### config.mk
export PLATFORM = sky130hd
export DESIGN_NAME = spi_word_master
export DESIGN_NICKNAME = d
export VERILOG_FILES = /design/src/rtl/spi_word_pkg.sv /design/src/rtl/spi_tick_gen.sv /design/src/rtl/spi_cs_decode.sv /design/src/rtl/spi_shift_core.sv /design/src/rtl/spi_word_master.sv
export SDC_FILE = /design/constraint.sdc
export NUM_CORES = 1
export LEC_CHECK = 0
export ABC_AREA = 1
export BUFFER_PORTS_ARGS = -buffer_cell sky130_fd_sc_hd__buf_2
export CAP_MARGIN = 20
export CORE_MARGIN = 3
export CORE_UTILIZATION = 40
export CTS_CLUSTER_DIAMETER = 100
export DETAILED_ROUTE_END_ITERATION = 10
export PLACE_DENSITY_LB_ADDON = 0.25
export SETUP_SLACK_MARGIN = 0.3
export SKIP_CTS_REPAIR_TIMING = 1
export SYNTH_ARGS = -nofsm -noshare
export SYNTH_HDL_FRONTEND = slang
export SYNTH_SLANG_ARGS = --single-unit
### constraint.sdc
create_clock -name clk -period 2.1 [get_ports clk]
set_input_delay 0.42 -clock clk [delete_from_list [all_inputs] [get_ports clk]]
set_output_delay 0.42 -clock clk [all_outputs]
set_load 0.02 [all_outputs]
### src/rtl/spi_word_pkg.sv
package spi_word_pkg;
  localparam int unsigned WORD_W  = 16;
  localparam int unsigned BYTE_W  = 8;
  localparam int unsigned DIV_W   = 5;
  localparam int unsigned EDGE_W  = $clog2(2 * WORD_W);

  localparam logic [7:0] OFF_CTRL = 8'h00;
  localparam logic [7:0] OFF_CFG  = 8'h04;
  localparam logic [7:0] OFF_TX   = 8'h08;
  localparam logic [7:0] OFF_RX   = 8'h0C;
  localparam logic [7:0] OFF_RDY  = 8'h10;
  localparam logic [7:0] OFF_TMG  = 8'h18;

  // index of the final clock edge of a word
  function automatic logic [EDGE_W-1:0] final_edge(input logic wide);
    final_edge = wide ? EDGE_W'(2 * WORD_W - 1) : EDGE_W'(2 * BYTE_W - 1);
  endfunction

  // keep only the bits that belong to the active word size
  function automatic logic [WORD_W-1:0] trim_word(input logic [WORD_W-1:0] w, input logic wide);
    trim_word = wide ? w : {{(WORD_W-BYTE_W){1'b0}}, w[BYTE_W-1:0]};
  endfunction
endpackage

### src/rtl/spi_tick_gen.sv
module spi_tick_gen #(
  parameter int unsigned DIV_W = 5
) (
  input  logic             clk,
  input  logic             rst_n,
  input  logic             run,
  input  logic [DIV_W-1:0] div,
  output logic             tick
);
  logic [DIV_W-1:0] cnt;

  assign tick = run && (cnt == div);

  always_ff @(posedge clk or negedge rst_n) begin
    if (!rst_n)      cnt <= '0;
    else if (!run)   cnt <= '0;
    else if (tick)   cnt <= '0;
    else             cnt <= cnt + 1'b1;
  end

  a_r9_tick_spacing: assert property (@(posedge clk) disable iff (!rst_n)
    tick |=> !tick || (div == '0));
endmodule

### src/rtl/spi_cs_decode.sv
module spi_cs_decode #(
  parameter int unsigned NUM_CS = 8,
  localparam int unsigned IDX_W = $clog2(NUM_CS)
) (
  input  logic [IDX_W-1:0]  idx,
  input  logic              assert_en,
  output logic [NUM_CS-1:0] cs_n
);
  for (genvar g = 0; g < NUM_CS; g++) begin : g_line
    assign cs_n[g] = !(assert_en && (idx == IDX_W'(g)));
  end
endmodule

### src/rtl/spi_shift_core.sv
module spi_shift_core
  import spi_word_pkg::*;
(
  input  logic              clk,
  input  logic              rst_n,
  input  logic              start,
  input  logic [WORD_W-1:0] tx_word,
  input  logic              wide,
  input  logic              cpol,
  input  logic              cpha,
  input  logic [DIV_W-1:0]  div,
  input  logic              late,
  input  logic              miso,
  output logic              sclk,
  output logic              mosi,
  output logic              busy,
  output logic              done,
  output logic [WORD_W-1:0] rx_word
);
  logic              tail, phase, pend, wide_q, cpha_q;
  logic [EDGE_W-1:0] ecnt;
  logic [WORD_W-1:0] tx_sr, rx_sr;
  logic              tick, leading, samp_edge, accept;

  spi_tick_gen #(.DIV_W(DIV_W)) i_tick (
    .clk(clk), .rst_n(rst_n), .run(busy && !tail), .div(div), .tick(tick)
  );

  assign leading   = !ecnt[0];
  assign samp_edge = tick && (leading ^ cpha_q);
  assign accept    = start && !busy;
  assign sclk      = busy ? (cpol ^ phase) : cpol;
  assign mosi      = wide_q ? tx_sr[WORD_W-1] : tx_sr[BYTE_W-1];
  assign rx_word   = trim_word(rx_sr, wide_q);

  always_ff @(posedge clk or negedge rst_n) begin
    if (!rst_n) begin
      busy <= 1'b0; tail <= 1'b0; phase <= 1'b0; pend <= 1'b0; done <= 1'b0;
      wide_q <= 1'b0; cpha_q <= 1'b0; ecnt <= '0; tx_sr <= '0; rx_sr <= '0;
    end else begin
      done <= 1'b0;
      if (accept) begin
        busy <= 1'b1; tail <= 1'b0; phase <= 1'b0; pend <= 1'b0; ecnt <= '0;
        tx_sr <= tx_word; rx_sr <= '0; wide_q <= wide; cpha_q <= cpha;
      end else if (busy) begin
        if (pend) begin
          rx_sr <= {rx_sr[WORD_W-2:0], miso};
          pend  <= 1'b0;
        end
        if (tail) begin
          busy <= 1'b0; tail <= 1'b0; done <= 1'b1;
        end else if (tick) begin
          phase <= !phase;
          ecnt  <= ecnt + 1'b1;
          if (samp_edge) begin
            if (late) pend  <= 1'b1;
            else      rx_sr <= {rx_sr[WORD_W-2:0], miso};
          end else if (ecnt != '0) begin
            tx_sr <= tx_sr << 1;
          end
          if (ecnt == final_edge(wide_q)) tail <= 1'b1;
        end
      end
    end
  end

  a_r4_mosi_hold_at_capture: assert property (@(posedge clk) disable iff (!rst_n)
    busy && samp_edge |=> $stable(mosi));
  a_r9_clock_waits_for_tick: assert property (@(posedge clk) disable iff (!rst_n)
    busy && !tick |=> $stable(phase));
  a_r10_phase_home: assert property (@(posedge clk) disable iff (!rst_n)
    done |-> !phase);
  a_r7_no_restart: assert property (@(posedge clk) disable iff (!rst_n)
    busy && !tail && start |=> busy && ecnt != '0 || tail || $past(ecnt) == '0);
  a_r6_done_pulse: assert property (@(posedge clk) disable iff (!rst_n)
    done |=> !done);
endmodule

### src/rtl/spi_word_master.sv
module spi_word_master
  import spi_word_pkg::*;
#(
  parameter int unsigned ADDR_W = 8,
  parameter int unsigned NUM_CS = 8,
  localparam int unsigned IDX_W = $clog2(NUM_CS)
) (
  input  logic              clk,
  input  logic              rst_n,
  input  logic [ADDR_W-1:0] reg_addr,
  input  logic              reg_wr,
  input  logic [31:0]       reg_wdata,
  output logic [31:0]       reg_rdata,
  output logic              spi_sclk,
  output logic              spi_mosi,
  input  logic              spi_miso,
  output logic [NUM_CS-1:0] spi_cs_n
);
  logic [IDX_W-1:0]  ctrl_idx;
  logic              ctrl_assert;
  logic              cfg_cpol, cfg_cpha, cfg_wide;
  logic [DIV_W-1:0]  cfg_div;
  logic [WORD_W-1:0] tx_q, rx_q;
  logic              rdy_q;
  logic [1:0]        tmg_sel;
  logic              eng_busy, eng_done, tx_wr;
  logic [WORD_W-1:0] eng_rx;

  function automatic logic hit(input logic [ADDR_W-1:0] a, input logic [7:0] off);
    hit = (a == ADDR_W'(off));
  endfunction

  assign tx_wr = reg_wr && hit(reg_addr, OFF_TX);

  always_ff @(posedge clk or negedge rst_n) begin
    if (!rst_n) begin
      ctrl_idx <= '0; ctrl_assert <= 1'b0;
      cfg_cpol <= 1'b0; cfg_cpha <= 1'b0; cfg_wide <= 1'b0; cfg_div <= '0;
      tx_q <= '0; rx_q <= '0; rdy_q <= 1'b0; tmg_sel <= 2'd1;
    end else begin
      if (reg_wr && hit(reg_addr, OFF_CTRL)) begin
        ctrl_idx    <= reg_wdata[2 +: IDX_W];
        ctrl_assert <= reg_wdata[0];
      end
      if (reg_wr && hit(reg_addr, OFF_CFG)) begin
        cfg_cpol <= reg_wdata[11];
        cfg_cpha <= reg_wdata[12];
        cfg_wide <= reg_wdata[5];
        cfg_div  <= reg_wdata[DIV_W-1:0];
      end
      if (reg_wr && hit(reg_addr, OFF_TMG)) tmg_sel <= reg_wdata[7:6];
      if (tx_wr && !eng_busy) tx_q <= reg_wdata[WORD_W-1:0];
      if (eng_done) begin
        rx_q  <= eng_rx;
        rdy_q <= 1'b1;
      end else if (reg_wr && hit(reg_addr, OFF_RDY) && reg_wdata == '0) begin
        rdy_q <= 1'b0;
      end
    end
  end

  always_comb begin
    reg_rdata = '0;
    if      (hit(reg_addr, OFF_CTRL)) reg_rdata = {{(32-IDX_W-2){1'b0}}, ctrl_idx, 1'b0, ctrl_assert};
    else if (hit(reg_addr, OFF_CFG))  reg_rdata = {19'b0, cfg_cpha, cfg_cpol, 5'b0, cfg_wide, cfg_div};
    else if (hit(reg_addr, OFF_TX))   reg_rdata = {16'b0, tx_q};
    else if (hit(reg_addr, OFF_RX))   reg_rdata = {16'b0, rx_q};
    else if (hit(reg_addr, OFF_RDY))  reg_rdata = {31'b0, rdy_q};
    else if (hit(reg_addr, OFF_TMG))  reg_rdata = {24'b0, tmg_sel, 6'b0};
  end

  spi_shift_core i_core (
    .clk(clk), .rst_n(rst_n), .start(tx_wr), .tx_word(reg_wdata[WORD_W-1:0]),
    .wide(cfg_wide), .cpol(cfg_cpol), .cpha(cfg_cpha), .div(cfg_div),
    .late(tmg_sel == 2'd2), .miso(spi_miso), .sclk(spi_sclk), .mosi(spi_mosi),
    .busy(eng_busy), .done(eng_done), .rx_word(eng_rx)
  );

  spi_cs_decode #(.NUM_CS(NUM_CS)) i_cs (
    .idx(ctrl_idx), .assert_en(ctrl_assert), .cs_n(spi_cs_n)
  );

  a_r2_cs_count: assert property (@(posedge clk) disable iff (!rst_n)
    $countones(~spi_cs_n) == 32'(ctrl_assert));
  a_r6_ready_after_done: assert property (@(posedge clk) disable iff (!rst_n)
    eng_done |=> rdy_q);
  a_r10_idle_level: assert property (@(posedge clk) disable iff (!rst_n)
    !eng_busy && $stable(cfg_cpol) |-> spi_sclk == $past(spi_sclk));
  a_r7_tx_hold: assert property (@(posedge clk) disable iff (!rst_n)
    eng_busy && tx_wr |=> $stable(tx_q));
endmodule

==> out/metrics.yaml, run 1 <==
timing:
  period_share_pct: 93.9
  finalCriticalPeriod_ns: 1.97
  fin_skew_ns: 0.00772
  fmax_mhz: 507
  finalHoldViolCount: 0
  worstMarginPinSlew_ns: 0.547
  setup_viol: 0
  maxSlewViolCount: 0
  slew_headroom_pct: 63.3
  fin_tns_setup_ns: 0
  rsz0062_at_grt: "yes"
detailed_routing:
  firstDrtPassIters: 5
  drc_errors: 0
  totalWireLength_um: 15100
  vias_per_cell: 5.11
  wire_per_inst_um: 15.3
  vias: 5058
  ant_nets: 0
  drtIter0Drc: 546
floorplan:
  rows: 41
  start_util_pct: 41.6
  core_um2: 12900
  ios: 86
  die_h_um: 122
  die_w_um: 122
  die_area_um2: 14800
clock_tree:
  cts_made_buffers: 9
  clkSinkCount: 96
  htreeDepth: 3
  ctsLongestPathBuffers: 2
  cts_root_buffer: "clkbuf_16"
  clk_latency_ns: 0.36
  clk_pin_slew_ns: 0.07
  cts_tree: "done"
finish:
  drive_above_1_share_pct: 19.8
  area_delta_synth_final_pct: 24.8
  nets: 859
  diodes: 0
  final_cells: 989
yosys:
  netlist_instances: 735
  synth_area_um2: 5350
  yosysTopAreaCell: "dfrtp_1"
  yosys.cell_types.count: 36
  synth_top_area_share_pct: 44.4
  ys_ff_latch: 96
  synth_seq_area_share_pct: 44.9
  ys_warn_count: 0
  yosys-top-cells-area: "dfrtp_1, nand2_1, inv_1"
  avgSynthCellArea_um2: 7.28
pwr:
  power_density_nw_per_um2: 647
  vdd_drop_max_uv: 952
  leakagePower_uw: 0.00345
global_routing:
  grt_antenna_before_repair: 0
  grt_pass1_vias: 4845
  grt_pass1_wl_um: 24200
  overflow: 0
  grt_util_all_layers_pct: 20.7
  grt_max_degree: 36
critical_path:
  worstSetupStartpoint: "reg_addr[7]"
  crit_path_end: "reg_rdata[6]"
  crit_slowest_cell: "o221ai_4"
  r2r_slack_ns: 0.38
  path_cells: "buf_6, inv_2, nand2_2, nor2_4, nand2_4, nor2_4, inv_4, buf_12, o221ai_4, buf_6"
  cp_max_fo: 5
  reg2reg_depth: 5
  path_class: "in -> out"
  path_delay_family: "buffers and inverters"
  critPathMaxStageDelay_ns: 0.19
  reg2reg_to: "i_core.rx_sr[2]$_DFFE_PN0P_"
  worst_setup_path_start_kind: "input pin"
  reg2reg_from: "i_core.ecnt[0]$_DFFE_PN0P_"
  cp.depth: 10
  crit_buf_inv: 5
  end_kind: "output pin"
  worstPathArrival_ns: 1.55
  required_ns: 1.68
outcome:
  outcome: "finished, final reports clean"
job:
  max-cap-violations: 0
placement:
  port_buffers: 69
  dp_hpwl_um: 10700
  place_inst: 966
  routabilityCongestion: 0.889
min_path:
  hold_path_class: "in -> async"
[per-layer routing]
metal  track usage (%)  vias to the layer above  share of wire (%)
met1              26.5                     2422                 43
li1                  -                     2471                  -
met5                 0                        -                  0
met3              4.92                       21                5.1
met4              6.79                        0                2.0
met2              34.7                      144                 50
[cell type report]
cell class / count / area (um^2)
fill: 1216 / 6200
multi-input combinational: 514 / 2650
sequential: 96 / 2400
timing repair buffer: 93 / 717
inverter: 97 / 382
clock buffer: 9 / 225
tap: 172 / 215
clock inverter: 7 / 80.1
timing repair inverter: 1 / 7.51
[cells by family (layout without fill, tap and decap cells)]
kind of cell / after synthesis / in the layout / share of synthesized area (%)
other: 1 / 16 / 0.0701
AO/OA/AOI/OAI: 73 / 73 / 8.06
XOR/XNOR: 9 / 9 / 1.61
adder cells (fa/ha/maj): 3 / 3 / 0.701
AND/OR/NAND/NOR: 412 / 413 / 33.1
buffers and inverters: 141 / 207 / 11.6
flip-flops: 96 / 96 / 44.9
[power breakdown]
| part | total, uW | switching [uW] | internal (uW) |
|---|---|---|---|
| sequential | 2020 | 70.0 | 1950 |
| clock | 1690 | 756 | 938 |
| combinational | 610 | 410 | 200 |
| total | 4320 | 1240 | 3080 |
[worst reg2reg max path, delay by kind of cell (launching register included)]
kind | cells | cell delay (ns)
xor+xnor | 1 | 0.49
flops | 1 | 0.45
simple gates | 3 | 0.33
buf+inv | 1 | 0.34
[Yosys cell counts]
cell type,count
xor2_1,8
and3_1,1
buf_4,18
ha_1,3
dfstp_2,1
nand3b_1,1
nand3_1,43
clkbuf_1,14
a31oi_4,1
nor2_2,3
nand2_4,2
buf_2,11
clkinv_1,1
inv_2,7
nand3_2,2
dfrtp_1,95
o22ai_1,17
nor2_4,3
o21ai_0,27
o221ai_1,6
nand2_2,2
buf_6,1
nor3_1,9
or2_1,1
conb_1,1
nand2_1,285
nor4_1,2
a21oi_1,4
nor2_1,25
xnor2_2,1
nand4_1,33
o2111ai_1,1
clkinv_2,1
inv_1,88
o21ai_1,16
o31ai_1,1
[cells in the final DEF (no fill, tap or decap), types with 4 or more instances in the layout]
cell type	count
conb_1	16
nand2_1	278
a21oi_1	4
inv_2	8
dfrtp_1	95
o221ai_4	4
nand3_1	43
buf_4	20
o22ai_4	6
o21ai_0	23
xor2_1	8
buf_12	5
nor3_1	7
nor2_1	24
nor2_4	5
o21ai_1	20
buf_2	50
buf_6	17
nand4_1	33
nand2_2	4
nand2_4	6
inv_1	83
o22ai_1	11
inv_4	4
clkbuf_16	10
[per-stage QoR]
step	worst slack (ns)	utilization, %	area (um^2)	hold WS [ns]	total power (uW)
4_1_cts	0.0222	49.6	6390	0.00493	4320
3_5_place_dp	0.0262	47.3	6090	0.386	2620
6_report	0.127	51.9	6680	0.000135	4320
2_1_floorplan	0.301	-	5620	0.124	2430
3_3_place_gp	0.0441	47.3	6090	0.391	2600
5_1_grt	0.0513	51.9	6680	0.0174	4520
[worst min-delay path by stage]
stage	startpoint	end	slack [ns]	depth (start not counted)
floorplan	rst_n	cfg_cpha$_DFFE_PN0P_	0.12	0
global placement	rst_n	i_core.rx_sr[0]$_DFFE_PN0P_	0.39	1
detailed placement	rst_n	rx_q[0]$_DFFE_PN0P_	0.39	1
CTS	rst_n	i_core.rx_sr[5]$_DFFE_PN0P_	0.005	1
global route	rst_n	i_core.rx_sr[6]$_DFFE_PN0P_	0.02	1
finish	rst_n	i_core.rx_sr[5]$_DFFE_PN0P_	0.0001	1
[flip-flops by register name, indices dropped and copies added, names as in the netlist, 2 cells and up]
| register | cells |
|---|---|
| i_core.tx_sr | 16 |
| i_core.ecnt | 5 |
| i_core.rx_sr | 16 |
| i_core.i_tick.cnt | 5 |
| ctrl_idx | 3 |
| rx_q | 16 |
| tx_q | 16 |
| tmg_sel | 2 |
| cfg_div | 5 |
Power figures use the tool's default switching activity.
==> run 2, diff against run 1 <==
Settings changed: SETUP_SLACK_MARGIN 0.3 to 0.02, SKIP_LAST_GASP set to 1.
==> out/metrics.yaml, run 2 (synthesized netlist as in run 1, its figures left out) <==
outcome:
  outcome: "finished, final reports clean"
finish:
  area_delta_synth_final_pct: 17.5
  layout_common_cells: "nand2_1, dfrtp_1, inv_1"
  final_common_cell: "nand2_1"
  drive_above_1_share_pct: 17.3  # -2.6 points
  nets: 859  # unchanged
  diodes: 0  # unchanged
  finalInstanceArea_um2: 6290  # -5.8%
critical_path:
  worstSetupStartpoint: "reg_addr[6]"
  worstPathArrival_ns: 1.64  # +0.09 ns
  path_class: "in -> out"
  worst_setup_path_start_kind: "input pin"
  reg2reg_from: "i_core.i_tick.cnt[2]$_DFF_PN0_"
  crit_top_cell: "buf_2"
  required_ns: 1.68  # about the same
  critPathMaxStageDelay_ns: 0.21  # +0.02 ns
  r2r_slack_ns: 0.26  # -0.12 ns
  crit_slowest_cell: "nand3_1"
  path_cells: "buf_2, inv_1, nand2_1, nor2_2, nand2_2, inv_2, buf_4, nand3_1, o22ai_1, buf_2"
  end_kind: "output pin"
  cp_max_fo: 4  # -1
pwr:
  pwr-share-comb_pct: 13.5  # -0.6 points
  seqPwrFrac_pct: 47.9  # +1.2 points
  cellInternalPower_uw: 3030  # -1.7%
  p_sw_share_pct: 27.8  # -0.84 points
  power_density_nw_per_um2: 667  # +3.2%
  p_clk_share_pct: 38.6  # -0.6 points
  power_switching_uw: 1170  # -5.6%
  finalPower_uw: 4200  # -2.8%
  leakagePower_uw: 0.00339  # -1.6%
  vdd_drop_max_uv: 329  # -65%
global_routing:
  grt_pass1_vias: 4896  # +1.1%
  grt_antenna_before_repair: 0  # unchanged
  grt_max_degree: 46  # +28%
  grt_util_all_layers_pct: 20.2  # -0.46 points
  overflow: 0  # unchanged
  grt_pass1_wl_um: 23900  # -1.3%
timing:
  setup_viol: 0  # unchanged
  maxSlewViolCount: 0  # unchanged
  rsz0062_at_grt: "yes"
  finalCriticalPeriod_ns: 2.06  # +0.0887 ns
  fin_skew_ns: 0.00859  # +0.000873 ns
  period_share_pct: 98.2  # +4.2 points
  fmax_mhz: 485  # -4.3%
  hold_ws_ns: 0.00212  # +0.00199 ns
  finalHoldViolCount: 0  # unchanged
clock_tree:
  clk_latency_ns: 0.35  # about the same
  cts_tree: "done"
  clkSinkCount: 96  # unchanged
  cts_root_buffer: "clkbuf_16"
  htreeDepth: 3  # unchanged
  clk_pin_slew_ns: 0.06  # about the same
  ctsLongestPathBuffers: 2  # unchanged
  cts_made_buffers: 9  # unchanged
floorplan:
  die_area_um2: 14800  # unchanged
  ios: 86  # unchanged
  die_w_um: 122  # unchanged
  core_um2: 12900  # unchanged
  die_h_um: 122  # unchanged
  rows: 41  # unchanged
  start_util_pct: 41.6  # unchanged
detailed_routing:
  drtIter0Drc: 348  # -36%
  vias: 5035  # -0.45%
  totalWireLength_um: 14300  # -5.7%
  ant_nets: 0  # unchanged
  wire_per_inst_um: 14.4  # -5.7%
  firstDrtPassIters: 5  # unchanged
  drc_errors: 0  # unchanged
  vias_per_cell: 5.09  # -0.45%
job:
  max-cap-violations: 0  # unchanged
placement:
  routabilityCongestion: 0.856  # -3.7%
  port_buffers: 69  # unchanged
  place_area_um2: 5920  # -2.7%
  dp_hpwl_um: 10500  # -1.9%
min_path:
  hold_path_class: "in -> async"
[run 2: cell count changes in the layout (fill, tap and decap cells not counted), sizes merged]
cell | before | now
clkbuf | 10 | 12
bufinv | 1 | 0
buf | 92 | 94
inv | 98 | 96
nand3 | 46 | 45
[run 2: worst max-delay path: cells and delay by family]
| kind | cells | cell delay, ns |
|---|---|---|
| compound gates | 1 | 0.19 |
| buf+inv | 5 | 0.51 |
| simple gates | 4 | 0.52 |
[run 2: worst paths after layout]
kind                                                      to  cells past startpoint
worst max-delay path                            reg_rdata[8]                     10
worst min-delay path             i_core.rx_sr[0]$_DFFE_PN0P_                      1
worst max register to register   i_core.rx_sr[6]$_DFFE_PN0P_                      7
worst min register to register  i_core.rx_sr[11]$_DFFE_PN0P_                      2
max in group asynchronous        i_core.tx_sr[3]$_DFFE_PN0P_                      2
min in group clk                         tx_q[3]$_DFFE_PN0P_                      3
[run 2: per-layer routing]
layer	wire length, um	part of all wire, %	GRT usage [%]
met5	0	0	0
met4	306	2.1	6.51
met3	875	6.1	2.74
met2	6850	48	33.4
met1	6220	44	27.7
[run 2: area by class of cell]
class | count | area [um^2]
sequential | 96 | 2400
multi-input combinational | 513 | 2410
clock inverter | 4 | 26.3
timing repair buffer | 94 | 589
timing repair inverter | 1 | 7.51
clock buffer | 12 | 267
fill | 1242 | 6590
tap | 172 | 215
inverter | 97 | 368
[run 2: through the flow]
stage	worst slack (ns)	instances	utilization, %	setup TNS, ns
2_1_floorplan	0.109	750	-	0
3_3_place_gp	0.0386	969	46.0	0
3_5_place_dp	0.00592	969	46.0	0
4_1_cts	0.00178	985	48.3	0
5_1_grt	-0.0337	989	48.9	-0.139
6_report	0.0388	989	48.9	0
[run 2: power by group through the flow]
| stage | Clock [uW] | Sequential, uW | Combinational [uW] |
|---|---|---|---|
| after global placement | 0 | 2050 | 539 |
| after global routing | 1730 | 2020 | 646 |
| after detailed placement | 0 | 2050 | 558 |
| after floorplan | 0 | 2030 | 385 |
| final | 1620 | 2010 | 565 |
| after CTS | 1660 | 2010 | 561 |
